--- config.mk ---
export PLATFORM = sky130hd
export DESIGN_NAME = pm_wake_ctrl
export DESIGN_NICKNAME = d
export VERILOG_FILES = /design/src/rtl/pm_wake_pkg.sv /design/src/rtl/pm_wake_cfg.sv /design/src/rtl/pm_wake_status.sv /design/src/rtl/pm_wake_out.sv /design/src/rtl/pm_wake_ctrl.sv
export SDC_FILE = /design/constraint.sdc
export NUM_CORES = 1
export LEC_CHECK = 0
export ABC_AREA = 1
export BUFFER_PORTS_ARGS = -buffer_cell sky130_fd_sc_hd__buf_2
export CAP_MARGIN = 10
export CORE_AREA = 2 2 39 41
export DETAILED_ROUTE_END_ITERATION = 6
export DIE_AREA = 0 0 41 43
export GPL_TIMING_DRIVEN = 0
export PLACE_DENSITY = 0.58
export SLEW_MARGIN = 20
export SYNTH_ARGS = -nofsm -noshare
export SYNTH_HDL_FRONTEND = slang
export SYNTH_SLANG_ARGS = --single-unit
--- constraint.sdc ---
create_clock -name clk -period 1 [get_ports clk]
set_clock_uncertainty 0.1 [all_clocks]
set_input_delay 0.3 -clock clk [delete_from_list [all_inputs] [get_ports clk]]
set_output_delay 0.3 -clock clk [all_outputs]
set_load 0.01 [all_outputs]
--- src/rtl/pm_wake_pkg.sv ---
package pm_wake_pkg;

    // Packed so that bit 0 is the mask and bit 3 the pattern mode.
    typedef struct packed {
        logic pat_mode;
        logic magic_en;
        logic pwr_en;
        logic irq_mask;
    } wake_cfg_t;

    localparam int unsigned CFG_W = $bits(wake_cfg_t);

    typedef enum logic {
        PS_D0 = 1'b0,
        PS_D3 = 1'b1
    } pstate_e;

endpackage

--- src/rtl/pm_wake_cfg.sv ---
module pm_wake_cfg
    import pm_wake_pkg::*;
(
    input  logic      clk,
    input  logic      rst_n,
    input  logic      we_i,
    input  wake_cfg_t wdata_i,
    output wake_cfg_t cfg_o
);

    typedef struct packed {
        wake_cfg_t cfg;
    } cfg_state_t;

    cfg_state_t st_d, st_q;

    always_comb begin
        st_d = st_q;
        if (we_i) begin
            st_d.cfg = wdata_i;
        end
    end

    always_ff @(posedge clk or negedge rst_n) begin
        if (!rst_n) begin
            st_q <= '0;
        end else begin
            st_q <= st_d;
        end
    end

    assign cfg_o = st_q.cfg;


    cfg_load_chk: assert property (@(posedge clk) disable iff (!rst_n)
        we_i |=> (cfg_o == $past(wdata_i)));


    cfg_hold_chk: assert property (@(posedge clk) disable iff (!rst_n)
        !we_i |=> $stable(cfg_o));

endmodule

--- src/rtl/pm_wake_status.sv ---
module pm_wake_status
    import pm_wake_pkg::*;
(
    input  logic      clk,
    input  logic      rst_n,
    input  wake_cfg_t cfg_i,
    input  logic      magic_evt_i,
    input  logic      pattern_evt_i,
    input  logic      clr_we_i,
    input  logic      clr_data_i,
    output logic      sts_o
);

    typedef struct packed {
        logic sts;
    } sts_state_t;

    sts_state_t st_d, st_q;
    logic magic_ok, pattern_ok, set_hit, clr_hit;

    always_comb begin
        magic_ok   = magic_evt_i & cfg_i.magic_en;
        pattern_ok = pattern_evt_i & cfg_i.pat_mode & cfg_i.pwr_en;
        set_hit    = magic_ok | pattern_ok;
        clr_hit    = clr_we_i & clr_data_i;
        st_d       = st_q;
        if (clr_hit) begin
            st_d.sts = 1'b0;
        end
        if (set_hit) begin
            st_d.sts = 1'b1;
        end
    end

    always_ff @(posedge clk or negedge rst_n) begin
        if (!rst_n) begin
            st_q <= '0;
        end else begin
            st_q <= st_d;
        end
    end

    assign sts_o = st_q.sts;


    set_wins_chk: assert property (@(posedge clk) disable iff (!rst_n)
        (magic_evt_i && cfg_i.magic_en) |=> sts_o);


    w1c_chk: assert property (@(posedge clk) disable iff (!rst_n)
        (clr_we_i && clr_data_i && !magic_evt_i && !pattern_evt_i) |=> !sts_o);


    pattern_gate_chk: assert property (@(posedge clk) disable iff (!rst_n)
        (!sts_o && !magic_evt_i && pattern_evt_i && !cfg_i.pwr_en) |=> !sts_o);


    sticky_chk: assert property (@(posedge clk) disable iff (!rst_n)
        (sts_o && !clr_we_i) |=> sts_o);

endmodule

--- src/rtl/pm_wake_out.sv ---
module pm_wake_out
    import pm_wake_pkg::*;
#(
    parameter int unsigned IRQ_W = 4
) (
    input  logic             clk,
    input  logic             rst_n,
    input  logic             pstate_i,
    input  wake_cfg_t        cfg_i,
    input  logic             sts_i,
    input  logic [IRQ_W-1:0] irq_i,
    output logic [IRQ_W-1:0] irq_o,
    output logic             pme_o
);

    for (genvar g = 0; g < IRQ_W; g++) begin : g_irq
        assign irq_o[g] = irq_i[g] & ~cfg_i.irq_mask;
    end

    assign pme_o = (pstate_e'(pstate_i) == PS_D3) & cfg_i.pwr_en & sts_i;


    pme_cause_chk: assert property (@(posedge clk) disable iff (!rst_n)
        pme_o |-> (pstate_i && sts_i));


    irq_mask_chk: assert property (@(posedge clk) disable iff (!rst_n)
        cfg_i.irq_mask |-> (irq_o == '0));

endmodule

--- src/rtl/pm_wake_ctrl.sv ---
module pm_wake_ctrl
    import pm_wake_pkg::*;
#(
    parameter int unsigned IRQ_W = 4
) (
    input  logic             clk,
    input  logic             rst_n,
    input  logic             pstate_i,
    input  logic             cfg_we_i,
    input  logic [3:0]       cfg_wdata_i,
    output logic [3:0]       cfg_rd_o,
    input  logic             sts_we_i,
    input  logic             sts_wdata_i,
    input  logic             magic_evt_i,
    input  logic             pattern_evt_i,
    input  logic [IRQ_W-1:0] irq_i,
    output logic [IRQ_W-1:0] irq_o,
    output logic             wake_sts_o,
    output logic             pme_o
);

    wake_cfg_t cfg;
    logic      sts;

    pm_wake_cfg u_cfg (
        .clk     (clk),
        .rst_n   (rst_n),
        .we_i    (cfg_we_i),
        .wdata_i (wake_cfg_t'(cfg_wdata_i)),
        .cfg_o   (cfg)
    );

    pm_wake_status u_sts (
        .clk           (clk),
        .rst_n         (rst_n),
        .cfg_i         (cfg),
        .magic_evt_i   (magic_evt_i),
        .pattern_evt_i (pattern_evt_i),
        .clr_we_i      (sts_we_i),
        .clr_data_i    (sts_wdata_i),
        .sts_o         (sts)
    );

    pm_wake_out #(.IRQ_W(IRQ_W)) u_out (
        .clk      (clk),
        .rst_n    (rst_n),
        .pstate_i (pstate_i),
        .cfg_i    (cfg),
        .sts_i    (sts),
        .irq_i    (irq_i),
        .irq_o    (irq_o),
        .pme_o    (pme_o)
    );

    assign cfg_rd_o   = cfg;
    assign wake_sts_o = sts;


    rst_state_chk: assert property (@(posedge clk)
        $rose(rst_n) |-> (cfg_rd_o == 4'b0000 && !wake_sts_o && !pme_o));

endmodule

# == Word level (Yosys, flattened, before mapping) ==
# Index checks and enable logic that the tools add are counted.
# word_totals
reg_bits,5
input_bits,16
out_inout_bits,10
elab_cells,20
# classes
mux,2
bitwise,12
n_reduce_logical,1
# op_table
op,n
AND 1 bit,10
two-way mux 1 bit,2
nonzero test 2 bit,1
inverter 1 bit,1
OR 1 bit,1

# == Depth between registers and ports, before layout ==
# logic_depth
depth_word,4
depth_mapped,3
mapped_depth_nobuf,3

# == Hierarchy ==
# Synthesis repeated with hierarchy kept, for this count alone.
# hier_totals
hier_cells,34
area_unflattened_um2,236.5
# modules_own_cells
mod,n_inst,cells_per_inst,area_per_inst_um2,seq_area_each_um2
pm_wake_cfg,1,17,148.9,100.1
pm_wake_status,1,6,46.3,25.0
pm_wake_out,1,11,41.3,0.0

# == Least setup slack after synthesis ==
# OpenSTA, ideal clock, no wires.
# synth_path
path_type,reg-to-output
from,"register u_cfg.st_q, in the netlist u_cfg.cfg_o[0]"
to,output irq_o[0]
arrival_time_ns,0.634
required_ns,0.600
slack_ns,-0.034
stages_incl_launch_ff,2
path_buffers,0
cell_sequence,dfrtp_1 > nor2_1
# synth_between
elab_chain_cells,2
# synth_lines
element,line_no,source
from (decl),pm_wake_cfg.sv:15,"cfg_state_t st_d, st_q;"
from (signal assigned),pm_wake_cfg.sv:28,st_q <= st_d;
inverter 1 bit,pm_wake_out.sv:17,assign irq_o[g] = irq_i[g] & ~cfg_i.irq_mask;
AND 1 bit,pm_wake_out.sv:17,
to (decl),pm_wake_ctrl.sv:17,"output logic [IRQ_W-1:0] irq_o,"
# No other way between the ends.

# == Worst setup path after layout ==
# layout_path
from,"register u_cfg.st_q, in the netlist u_cfg.cfg_o[0]"
to,output irq_o[2]
# The elaborated chain is that of the path after synthesis.

==> impl_metrics.toml <==
[global_route]
grt_max_degree = 9
antenna_found_initial = 0
grt.total_usage_pct = 10.2
grt.overflow.total = 0
grt_pass1_vias = 316
grt_pass1_wl_mm = 1.13

[logic_synthesis]
synth_seq_cells = 5
synthCells = 31
synth_area_leaders = "dfrtp_1, inv_1, nand2_1"
synth_top_area_cell = "dfrtp_1"
avgSynthCellArea_um2 = 7.51
yosys_warnings = 0
synth_area_um2 = 233
synth_top_area_share_pct = 53.8
synth_seq_area_share_pct = 53.8
yosysUniqueCellTypes = 8
syn_nets = 47

[power]
cellPowerDensity_mw_per_mm2 = 1350
finalPower_mw = 0.666
power.net_switching_mw = 0.184
p_clk_share_pct = 34.6
cellLeakagePower_nw = 0.294
combPwrFrac_pct = 28.6
ir_drop_mv = 0.459
p_seq_share_pct = 36.8
swShare_pct = 27.6
internal-power_mw = 0.482

[floorplanning]
fp.coreArea_mm2 = 0.00138
die_x_um = 41
die_h_um = 43
dieArea_mm2 = 0.00176
io_pins = 26
rows = 14
start_util_pct = 16.8

[sta]
worst_slew_pin_slew_ps = 140
setup_ws_ps = -328
setup_tns_ps = -2560
whs_ps = 164
rsz0062_at_grt = "true"
relSlewSlack_pct = 90.6
fin_crit_ps = 1330
fmax_mhz = 753
post-route-period-util_pct = 133
drv_slew = 0
hold_viol = 0
finalSetupViolations = 10

[final_layout]
nNetsFinal = 84
area_growth_pct = 112
fillerInstances = 153
design_area_um2 = 493
instances_no_fill = 83
drive_above_1_share_pct = 61.2
num_antenna_cells = 0
utilization_pct = 35.6

[cts]
cts_num_sinks = 5
htree_num_levels = 1
clock_latency_ps = 240
cts_root_buf = "clkbuf_4"
numCtsBuffers = 3
cts_buffer_depth = 2
cts_tree = "done"
clkTransAtPathRegs_ps = 50

[critical_path]
critPathRequiredTime_ps = 600
worstSetupPathType = "reg -> out"
worstPathMaxFanout = 6
reg2reg_from = "u_cfg.cfg_o[3]"
regToRegSetupSlack_ps = 20
reg2reg_depth = 4
crit_path_end_kind = "primary output"
cp.arrival_ps = 930
cp-start-kind = "flop"
critical_path.startpoint = "u_cfg.cfg_o[0]"

[routing]
drt_iter0_markers = 1
ant_nets = 0
vias = 316
first_pass_iters = 4
vias_per_cell = 3.81
drc = 0
wirelength_um = 717
wire_per_inst_um = 8.64

[placement]
gp_congestion = 0.592
dpl_cell_area_um2 = 394
dp_hpwl_um = 529
place_ws_ps = -83.5
place_inst = 72
port-buffer-count = 25

[run]
max-cap-violations = 0

[outcome]
status = "finished with violations"
violations = "setup timing"

[worst_hold_path]
hp-start = "cfg_wdata_i[2]"
hold_depth = 3
holdCritPathClass = "in -> reg"
## final timing paths
| kind | end |
|---|---|
| max in group asynchronous | u_cfg.cfg_o[0] |
| worst min register to register | u_sts.sts_o |
| worst max register to register | u_sts.sts_o |
| min in group asynchronous | u_cfg.cfg_o[3] |
| worst min-delay path | u_cfg.cfg_o[2] |
| worst max-delay path | irq_o[2] |
## power groups by stage
stage | logic [mW] | registers (mW) | clock network, mW
after floorplan | 0.0463 | 0.258 | 0
after global placement | 0.128 | 0.248 | 0
after detailed placement | 0.131 | 0.251 | 0
after CTS | 0.180 | 0.245 | 0.239
after global routing | 0.213 | 0.248 | 0.265
final | 0.190 | 0.245 | 0.230
## synth_stat cells (all sizes together)
| cell type | instances |
|---|---|
| inv | 8 |
| nor2 | 4 |
| nand3 | 2 |
| o21ai | 4 |
| nand2 | 7 |
| and3 | 1 |
| dfrtp | 5 |
## layer usage
metal  track usage, %  part of all wire [%]  wire length [um]  vias up
li1                 -                     -                 -      164
met1             8.41                    36               256      138
met2             16.9                    56               398       12
met3             3.14                   6.8                49        2
met4             10.0                   1.7                12        0
met5                0                     0                 0        -
## timing repair
item	in CTS	in global routing
buffers inserted	4	2
endpoints found under the hold margin	5	0
gates cloned	0	0
setup endpoints to repair	10	10
pin swaps	5	1
hold buffers	1	0
gates resized for setup	3	2
## layout by cell type, fill, tap and decap left out
cell type	instances
dfrtp_1	4
buf_2	23
nor2_2	4
clkbuf_4	3
nand3_1	2
o21ai_1	3
buf_4	5
nand2_1	7
o21ai_0	1
buf_6	3
inv_1	8
clkinv_2	1
and3_4	1
dlygate4sd3_1	1
dfrtp_2	1
## cells by family after synthesis
logic type             share of synthesized area, %
AO/OA/AOI/OAI                                  8.60
buffers and inverters                          12.9
flip-flops                                     53.8
AND/OR/NAND/NOR                                24.7
## state kept, by name (all words and copies together) (netlist names)
signal and count:
u_sts.sts_o 1, u_cfg.cfg_o 4
## worst max-delay path, cell delays in order, from the launching register on
cell and delay [ps]:
dfrtp_2 450, nor2_2 110, buf_2 120
## layout make-up
class,instances,area [um^2],area share [%]
clock buffer,3,22.5,4.57
clock inverter,1,5.00,1.02
inverter,8,30.0,6.09
multi-input combinational,18,92.6,18.8
sequential,5,126,25.6
tap,16,20.0,4.06
timing repair buffer,32,196,39.8
(Power assumes the default switching activity.)
